## config.mk

```make
export PLATFORM = sky130hd
export DESIGN_NAME = imm_exec_unit
export DESIGN_NICKNAME = d
export VERILOG_FILES = /design/src/rtl/imm_exec_pkg.sv /design/src/rtl/imm_decode.sv /design/src/rtl/imm_extend.sv /design/src/rtl/imm_upper.sv /design/src/rtl/imm_exec_unit.sv
export SDC_FILE = /design/constraint.sdc
export NUM_CORES = 1
export LEC_CHECK = 0
export BUFFER_PORTS_ARGS = -buffer_cell sky130_fd_sc_hd__buf_4
export CAP_MARGIN = 20
export CELL_PAD_IN_SITES_DETAIL_PLACEMENT = 0
export CELL_PAD_IN_SITES_GLOBAL_PLACEMENT = 1
export CORE_MARGIN = 4
export CORE_UTILIZATION = 38
export DETAILED_ROUTE_END_ITERATION = 12
export GPL_ROUTABILITY_DRIVEN = 0
export GPL_TIMING_DRIVEN = 0
export PLACE_DENSITY = 0.9
export SKIP_LAST_GASP = 1
export SYNTH_ARGS = -nofsm -noshare
export SYNTH_HDL_FRONTEND = slang
export SYNTH_SLANG_ARGS = --single-unit
export TNS_END_PERCENT = 50
```

## constraint.sdc

```tcl
create_clock -name vclk -period 6.8
set_input_delay 1.7 -clock vclk [all_inputs]
set_output_delay 1.7 -clock vclk [all_outputs]
set_load 0.01 [all_outputs]
```

## src/rtl/imm_exec_pkg.sv

```systemverilog
// Package: shared widths, opcode values and the internal operation kind
// for the immediate execution unit.
// Assumes: 6-bit opcodes, as used by the core's instruction decoder.
package imm_exec_pkg;
    localparam int OPC_W = 6;

    localparam logic [OPC_W-1:0] OPC_ADDI = 6'h08;
    localparam logic [OPC_W-1:0] OPC_ANDI = 6'h0C;
    localparam logic [OPC_W-1:0] OPC_ORI  = 6'h0D;
    localparam logic [OPC_W-1:0] OPC_LUI  = 6'h0F;

    typedef enum logic [2:0] {
        KIND_NONE,
        KIND_UPPER,
        KIND_ADD,
        KIND_AND,
        KIND_OR
    } op_kind_e;

    typedef struct packed {
        op_kind_e kind;
        logic     sign_ext;
        logic     bad_opc;
    } op_ctrl_t;
endpackage

```

## src/rtl/imm_decode.sv

```systemverilog
// Module: imm_decode
// Maps the opcode to an operation kind, an extension mode and an
// unsupported flag. Purely combinational.
// Assumes: opcode values come from imm_exec_pkg.
module imm_decode
    import imm_exec_pkg::*;
(
    input  logic [OPC_W-1:0] opc,
    output op_ctrl_t         ctrl
);
    // Select the operation and the extension mode for the opcode.
    always_comb begin
        ctrl.kind     = KIND_NONE;
        ctrl.sign_ext = 1'b0;
        ctrl.bad_opc  = 1'b0;
        unique case (opc)
            OPC_LUI:  ctrl.kind = KIND_UPPER;
            OPC_ADDI: begin
                ctrl.kind     = KIND_ADD;
                ctrl.sign_ext = 1'b1;
            end
            OPC_ANDI: ctrl.kind = KIND_AND;
            OPC_ORI:  ctrl.kind = KIND_OR;
            default:  ctrl.bad_opc = 1'b1;
        endcase
    end
endmodule

```

## src/rtl/imm_extend.sv

```systemverilog
// Module: imm_extend
// Widens the immediate to the data width. Zero-fills the upper bits, or
// copies the immediate's top bit into them when sign_ext is set.
// Assumes: IMM_W <= DATA_W.
module imm_extend #(
    parameter int DATA_W = 32,
    parameter int IMM_W  = 16
) (
    input  logic [IMM_W-1:0]  imm,
    input  logic              sign_ext,
    output logic [DATA_W-1:0] ext
);
    localparam int PAD_W = DATA_W - IMM_W;

    generate
        if (PAD_W > 0) begin : g_pad
            logic fill_bit;
            // Choose the bit that fills the upper part of the word.
            always_comb fill_bit = sign_ext & imm[IMM_W-1];
            // Put the fill bits on top of the immediate.
            always_comb ext = {{PAD_W{fill_bit}}, imm};
        end else begin : g_same
            logic unused_sel;
            // Widths match: nothing to fill.
            always_comb unused_sel = sign_ext;
            always_comb ext = imm[DATA_W-1:0];
        end
    endgenerate
endmodule

```

## src/rtl/imm_upper.sv

```systemverilog
// Module: imm_upper
// Places the immediate at the top of the data word with zeros below it.
// Assumes: IMM_W <= DATA_W.
module imm_upper #(
    parameter int DATA_W = 32,
    parameter int IMM_W  = 16
) (
    input  logic [IMM_W-1:0]  imm,
    output logic [DATA_W-1:0] word
);
    localparam int LOW_W = DATA_W - IMM_W;

    generate
        if (LOW_W > 0) begin : g_shift
            // Immediate on top, zeros underneath.
            always_comb word = {imm, {LOW_W{1'b0}}};
        end else begin : g_full
            always_comb word = imm[DATA_W-1:0];
        end
    endgenerate
endmodule

```

## src/rtl/imm_exec_unit.sv

```systemverilog
// Module: imm_exec_unit (top)
// Runs load-upper, add-immediate, AND-immediate and OR-immediate in a
// single combinational step. Unsupported opcodes give a zero result and
// raise unsupported_o. The add wraps modulo 2^DATA_W and does not trap.
// Assumes: the caller handles register access and overflow traps.
module imm_exec_unit
    import imm_exec_pkg::*;
#(
    parameter int DATA_W = 32,
    parameter int IMM_W  = 16
) (
    input  logic [OPC_W-1:0]  opc_i,
    input  logic [DATA_W-1:0] rs_val_i,
    input  logic [IMM_W-1:0]  imm_i,
    output logic [DATA_W-1:0] result_o,
    output logic              unsupported_o
);
    op_ctrl_t          ctrl;
    logic [DATA_W-1:0] imm_ext;
    logic [DATA_W-1:0] upper_val;
    logic [DATA_W-1:0] sum_val;
    logic [DATA_W-1:0] and_val;
    logic [DATA_W-1:0] or_val;

    imm_decode u_dec (
        .opc  (opc_i),
        .ctrl (ctrl)
    );

    imm_extend #(.DATA_W(DATA_W), .IMM_W(IMM_W)) u_ext (
        .imm      (imm_i),
        .sign_ext (ctrl.sign_ext),
        .ext      (imm_ext)
    );

    imm_upper #(.DATA_W(DATA_W), .IMM_W(IMM_W)) u_up (
        .imm  (imm_i),
        .word (upper_val)
    );

    // Add the widened immediate and drop the carry out.
    always_comb sum_val = rs_val_i + imm_ext;

    // Bitwise AND and OR with the widened immediate.
    always_comb begin
        and_val = rs_val_i & imm_ext;
        or_val  = rs_val_i | imm_ext;
    end

    // Choose the result for the decoded operation.
    always_comb begin
        unique case (ctrl.kind)
            KIND_UPPER: result_o = upper_val;
            KIND_ADD:   result_o = sum_val;
            KIND_AND:   result_o = and_val;
            KIND_OR:    result_o = or_val;
            default:    result_o = '0;
        endcase
    end

    // Report opcodes this unit does not serve.
    always_comb unsupported_o = ctrl.bad_opc;
endmodule

```

==> results of run 1 <==
final cells by class:
cell class	instances	area, µm²
well taps	99	124
fillers	763	3640
plain buffers	16	68.8
multi-input cells	373	2610
repair buffers	86	646
inverters	54	203
path summary, 6_finish.rpt:
| check | slack, ns | startpoint | end |
|---|---|---|---|
| max | 0.26 | opc_i[5] | result_o[30] |
| min | 3.74 | opc_i[5] | unsupported_o |
metal layers:
metal	global-route usage (%)	wire, µm	vias to the layer above
met2	39.3	4850	125
met1	29.2	4560	1657
met4	5.29	134	0
met3	2.07	674	14
met5	0	0	-
li1	-	-	1788
cells in the mapped netlist, types with 9 or more instances:
master | number | area (µm²)
nand4_1 | 9 | 56.3
ha_1 | 49 | 613
xnor2_1 | 10 | 87.6
o221ai_1 | 10 | 87.6
inv_1 | 53 | 199
a21o_1 | 12 | 90.1
clkbuf_1 | 14 | 52.6
a21oi_1 | 32 | 160
o22ai_1 | 10 | 62.6
nand3_1 | 16 | 80.1
nor2_1 | 34 | 128
o21ai_0 | 32 | 160
nand2_1 | 47 | 176
power by group:
group | switching (mW) | leakage (nW) | internal [mW]
sequential | 0 | 0 | 0
clock | 0 | 0 | 0
combinational | 0.108 | 1.80 | 0.0851
what timing repair did:
item                       in CTS  in global routing
setup endpoints to repair       4                  3
gates resized for setup         1                  1
setup buffers                   0                  0
hold buffers                    0                  0
kinds of logic after synthesis:
group	count (synthesis)
buffers and inverters	70
XOR/XNOR	17
adder cells (fa/ha/maj)	50
AND/OR/NAND/NOR	148
AO/OA/AOI/OAI	154
multiplexers	4
through the flow:
stage / hold WS [ns] / util (%) / area [µm²] / power (mW) / TNS [ns]
finish: 3.74 / 50.1 / 3650 / 0.193 / 0
global route: 3.78 / 50.1 / 3650 / 0.217 / 0
floorplan: 3.58 / - / 2870 / 0.123 / 0
CTS: 3.75 / 50.0 / 3650 / 0.191 / 0
detailed placement: 3.73 / 49.9 / 3640 / 0.189 / -0.100
global placement: 3.73 / 49.9 / 3640 / 0.187 / -0.112
==> out/metrics.yaml, run 1 <==
hold_viol: 0
critPathKind: "input port to primary output"
area_growth_pct: 27.3
die_area_um2: 9000
slew_viol_final: 0
core_area_um2: 7290
yosys.area_share.simple_pct: 25.1
path_buf_inv: 2
cp_cell_sequence: "buf_4 > nor3b_2 > nand4b_4 > ha_1 > and2_1 > a221oi_1 > nor2_1 > o2111ai_1 > nand2_1 > mux2i_1 > nand4_1 > buf_4"
grt_max_degree: 25
fin_cells: 628
power_density_nw_per_um2: 52.9
fmax_ghz: 0.153
worst_slew_margin_rel_pct: 52.1
wl_um: 10200
period_minus_slack_ns: 6.54
worstPathArrival_ns: 4.84
syn_avg_cell_area_um2: 6.48
crit_path_frequent_cell: "buf_4"
synth_adder_area_share_pct: 22.1
max_stage_delay_ns: 0.54
rows: 31
start_kind: "input port"
worst_slack_ns: 0.260
drt_iter0_drc: 205
min_path_type: "input port to primary output"
initial_core_util_pct: 39.3
min_path_cells: 4
drive_gt1_share_pct: 19.3
synth_xor_area_share_pct: 5.19
grt-ovfl-total: 0
layout_commonest_cell: "buf_4"
syn_nets: 547
grtUsageTotal_pct: 22.3
cp_top_family: "simple AND/OR/NAND/NOR gates"
max_cap_viol_count: 0
synthMuxAreaShare_pct: 1.40
hpwl_um: 8420
setup_violations: 0
status: "finished clean"
end_kind: "primary output"
die_y_um: 94.9
post-route-period-util_pct: 96.2
netlist_instances: 443
synth_cell_types: 57
yosysWarnings: 0
grt_pass1_wl_um: 16400
grt_pass1_vias: 3433
diodes: 0
avgViaCountPerCell: 5.71
worstPathMaxFanout: 24
vias: 3584
path_depth: 12
layout_common_cells: "86 x buf_4, 53 x inv_1, 49 x ha_1, 47 x nand2_1, 34 x nor2_1"
synth_top_family_by_area: "compound AO/OA/AOI/OAI gates"
clock_buffers: 0
tightest_slew_ns: 0.701
dpl.cell_count: 628
slowest_stage: "ha_1"
fin_nets: 635
numSequentialCells: 0
rsz0062_at_grt: "false"
antenna_found_initial: 0
die_x_um: 94.9
cellLeakagePower_nw: 1.80
regArea_um2: 0
syn_area_um2: 2870
ios: 87
dr.pass1.iters: 5
portBuffers: 86
drc_errors: 0
wl_per_cell_um: 16.3
vdd_drop_max_v: 0.0000169
post-place-ws_ns: -0.0858
synth-compound-area-share_pct: 36.8
synth-seq-area-share_pct: 0
ant_nets: 0
critPathRequiredTime_ns: 5.10
No activity file was read; power rests on OpenSTA's default activity.
==> run 2: changes to the inputs <==
--- a/config.mk
+++ b/config.mk
@@ -10,11 +10,11 @@
 export CELL_PAD_IN_SITES_DETAIL_PLACEMENT = 0
 export CELL_PAD_IN_SITES_GLOBAL_PLACEMENT = 1
 export CORE_MARGIN = 4
-export CORE_UTILIZATION = 38
+export CORE_UTILIZATION = 36
 export DETAILED_ROUTE_END_ITERATION = 12
 export GPL_ROUTABILITY_DRIVEN = 0
 export GPL_TIMING_DRIVEN = 0
-export PLACE_DENSITY = 0.9
+export PLACE_DENSITY = 0.86
 export SKIP_LAST_GASP = 1
 export SYNTH_ARGS = -nofsm -noshare
 export SYNTH_HDL_FRONTEND = slang
==> run 2 against run 1 <==
Net effect:
- sequential share of layout area did not move
- total power rose by 0.49%
- worst hold slack improved by 0.10 ns
- clock-buffer cell count did not move
- critical path depth fell by 1
- fmax rose by 1.0%
- die area rose by 5.1%
- flip-flop and latch count did not move
- first-iteration DRC count rose by 8.8%
- via count barely moved
- cell count rose by 0.64%
- non-clock buffer count did not move
- critical path type unchanged
- critical endpoint is now result_o[28]
==> out/metrics.yaml, run 2 (synthesis results as in run 1) <==
wl_per_cell_um: 16.7
grt_pass1_vias: 3504
wl_met1_um: 4740
fin_nets: 636
post-place-ws_ns: -0.185
fmax_ghz: 0.154
hold_buffers: 0
vias: 3582
die_area_um2: 9460
tightest_slew_ns: 0.634
worst_slew_margin_rel_pct: 56.7
critPathKind: "input port to primary output"
regArea_um2: 0
post-route-period-util_pct: 95.2
die_y_um: 97.3
ios: 87
critPathRequiredTime_ns: 5.10
layout_commonest_cell: "buf_4"
grt_pass1_wl_um: 16900
antenna_found_initial: 0
max_cap_viol_count: 0
dpl-instance-area_um2: 3640
worstPathMaxFanout: 12
wl_um: 10500
status: "finished clean"
end_kind: "primary output"
dr.pass1.iters: 4
area_growth_pct: 28.0
grtUsageTotal_pct: 20.8
whs_ns: 3.84
setup_violations: 0
power_density_nw_per_um2: 52.9
fin_cells: 632
grt_max_degree: 25
drt_iter0_drc: 223
topRoutingLayerUsed: "met4"
final_area_um2: 3670
ant_nets: 0
initial_core_util_pct: 37.1
total_power_uw: 194
wl_met2_um: 5130
slew_viol_final: 0
dpl.cell_count: 631
rows: 32
portBuffers: 86
critPathLaunch: "opc_i[5]"
numSequentialCells: 0
wl_met3_um: 528
diodes: 0
core_area_um2: 7730
layout_common_cells: "86 x buf_4, 53 x inv_1, 49 x ha_1, 47 x nand2_1, 34 x nor2_1"
drive_gt1_share_pct: 19.4
cp-endpoint: "result_o[28]"
avgViaCountPerCell: 5.67
fin_util_pct: 47.5
clock_buffers: 0
hpwl_um: 8600
hold_viol: 0
grt-ovfl-total: 0
worst_slack_ns: 0.325
start_kind: "input port"
die_x_um: 97.3
min_path_type: "input port to primary output"
rsz0062_at_grt: "false"
cellLeakagePower_nw: 1.82
post_cts_buffers: 0
drc_errors: 0
setup_tns_ns: 0
period_minus_slack_ns: 6.48
worstPathArrival_ns: 4.78
vdd_drop_max_v: 0.0000184
run 2: changes by cell type in the layout (fill, tap and decap cells not counted):
cell / previous run / this run
nand4b_2: 0 / 1
run 2: timing repair:
item	CTS	global route
endpoints found under the setup margin	4	4
resized for setup	1	1
cloned	0	1
pin swaps	0	1
run 2: layer usage:
layer,vias to the layer above,GRT usage [%]
li1,1793,-
met1,1651,27.7
met2,125,38.3
met3,13,0.861
met4,0,2.24
met5,-,0
run 2: area by class of cell:
| cell class | instances | area, µm² |
|---|---|---|
| repair buffers | 86 | 646 |
| well taps | 102 | 128 |
| multi-input cells | 374 | 2630 |
| fillers | 855 | 4060 |
| plain buffers | 16 | 68.8 |
| inverters | 54 | 203 |
run 2: how the worst min path moves through the flow:
stage / startpoint / end / slack [ns] / cells after the start
after floorplan: opc_i[5] / unsupported_o / 3.58 / 2
after global placement: opc_i[4] / unsupported_o / 3.82 / 4
after detailed placement: opc_i[5] / unsupported_o / 3.82 / 4
after CTS: opc_i[5] / unsupported_o / 3.83 / 4
after global routing: imm_i[9] / result_o[25] / 3.87 / 4
final: imm_i[4] / result_o[20] / 3.84 / 6
run 2: report_power, final:
group | switching (mW) | internal (mW) | total [mW]
sequential | 0 | 0 | 0
clock | 0 | 0 | 0
combinational | 0.109 | 0.0855 | 0.194
run 2: worst max-delay path, stage by stage:
cell and delay, ns:
buf_4 0.11, nor3b_2 0.54, nand4b_4 0.33, ha_1 0.38, clkbuf_1 0.27, nand4_1 0.28, a211oi_2 0.40, o211ai_1 0.17
and3_1 0.20, o31ai_1 0.23, buf_4 0.16
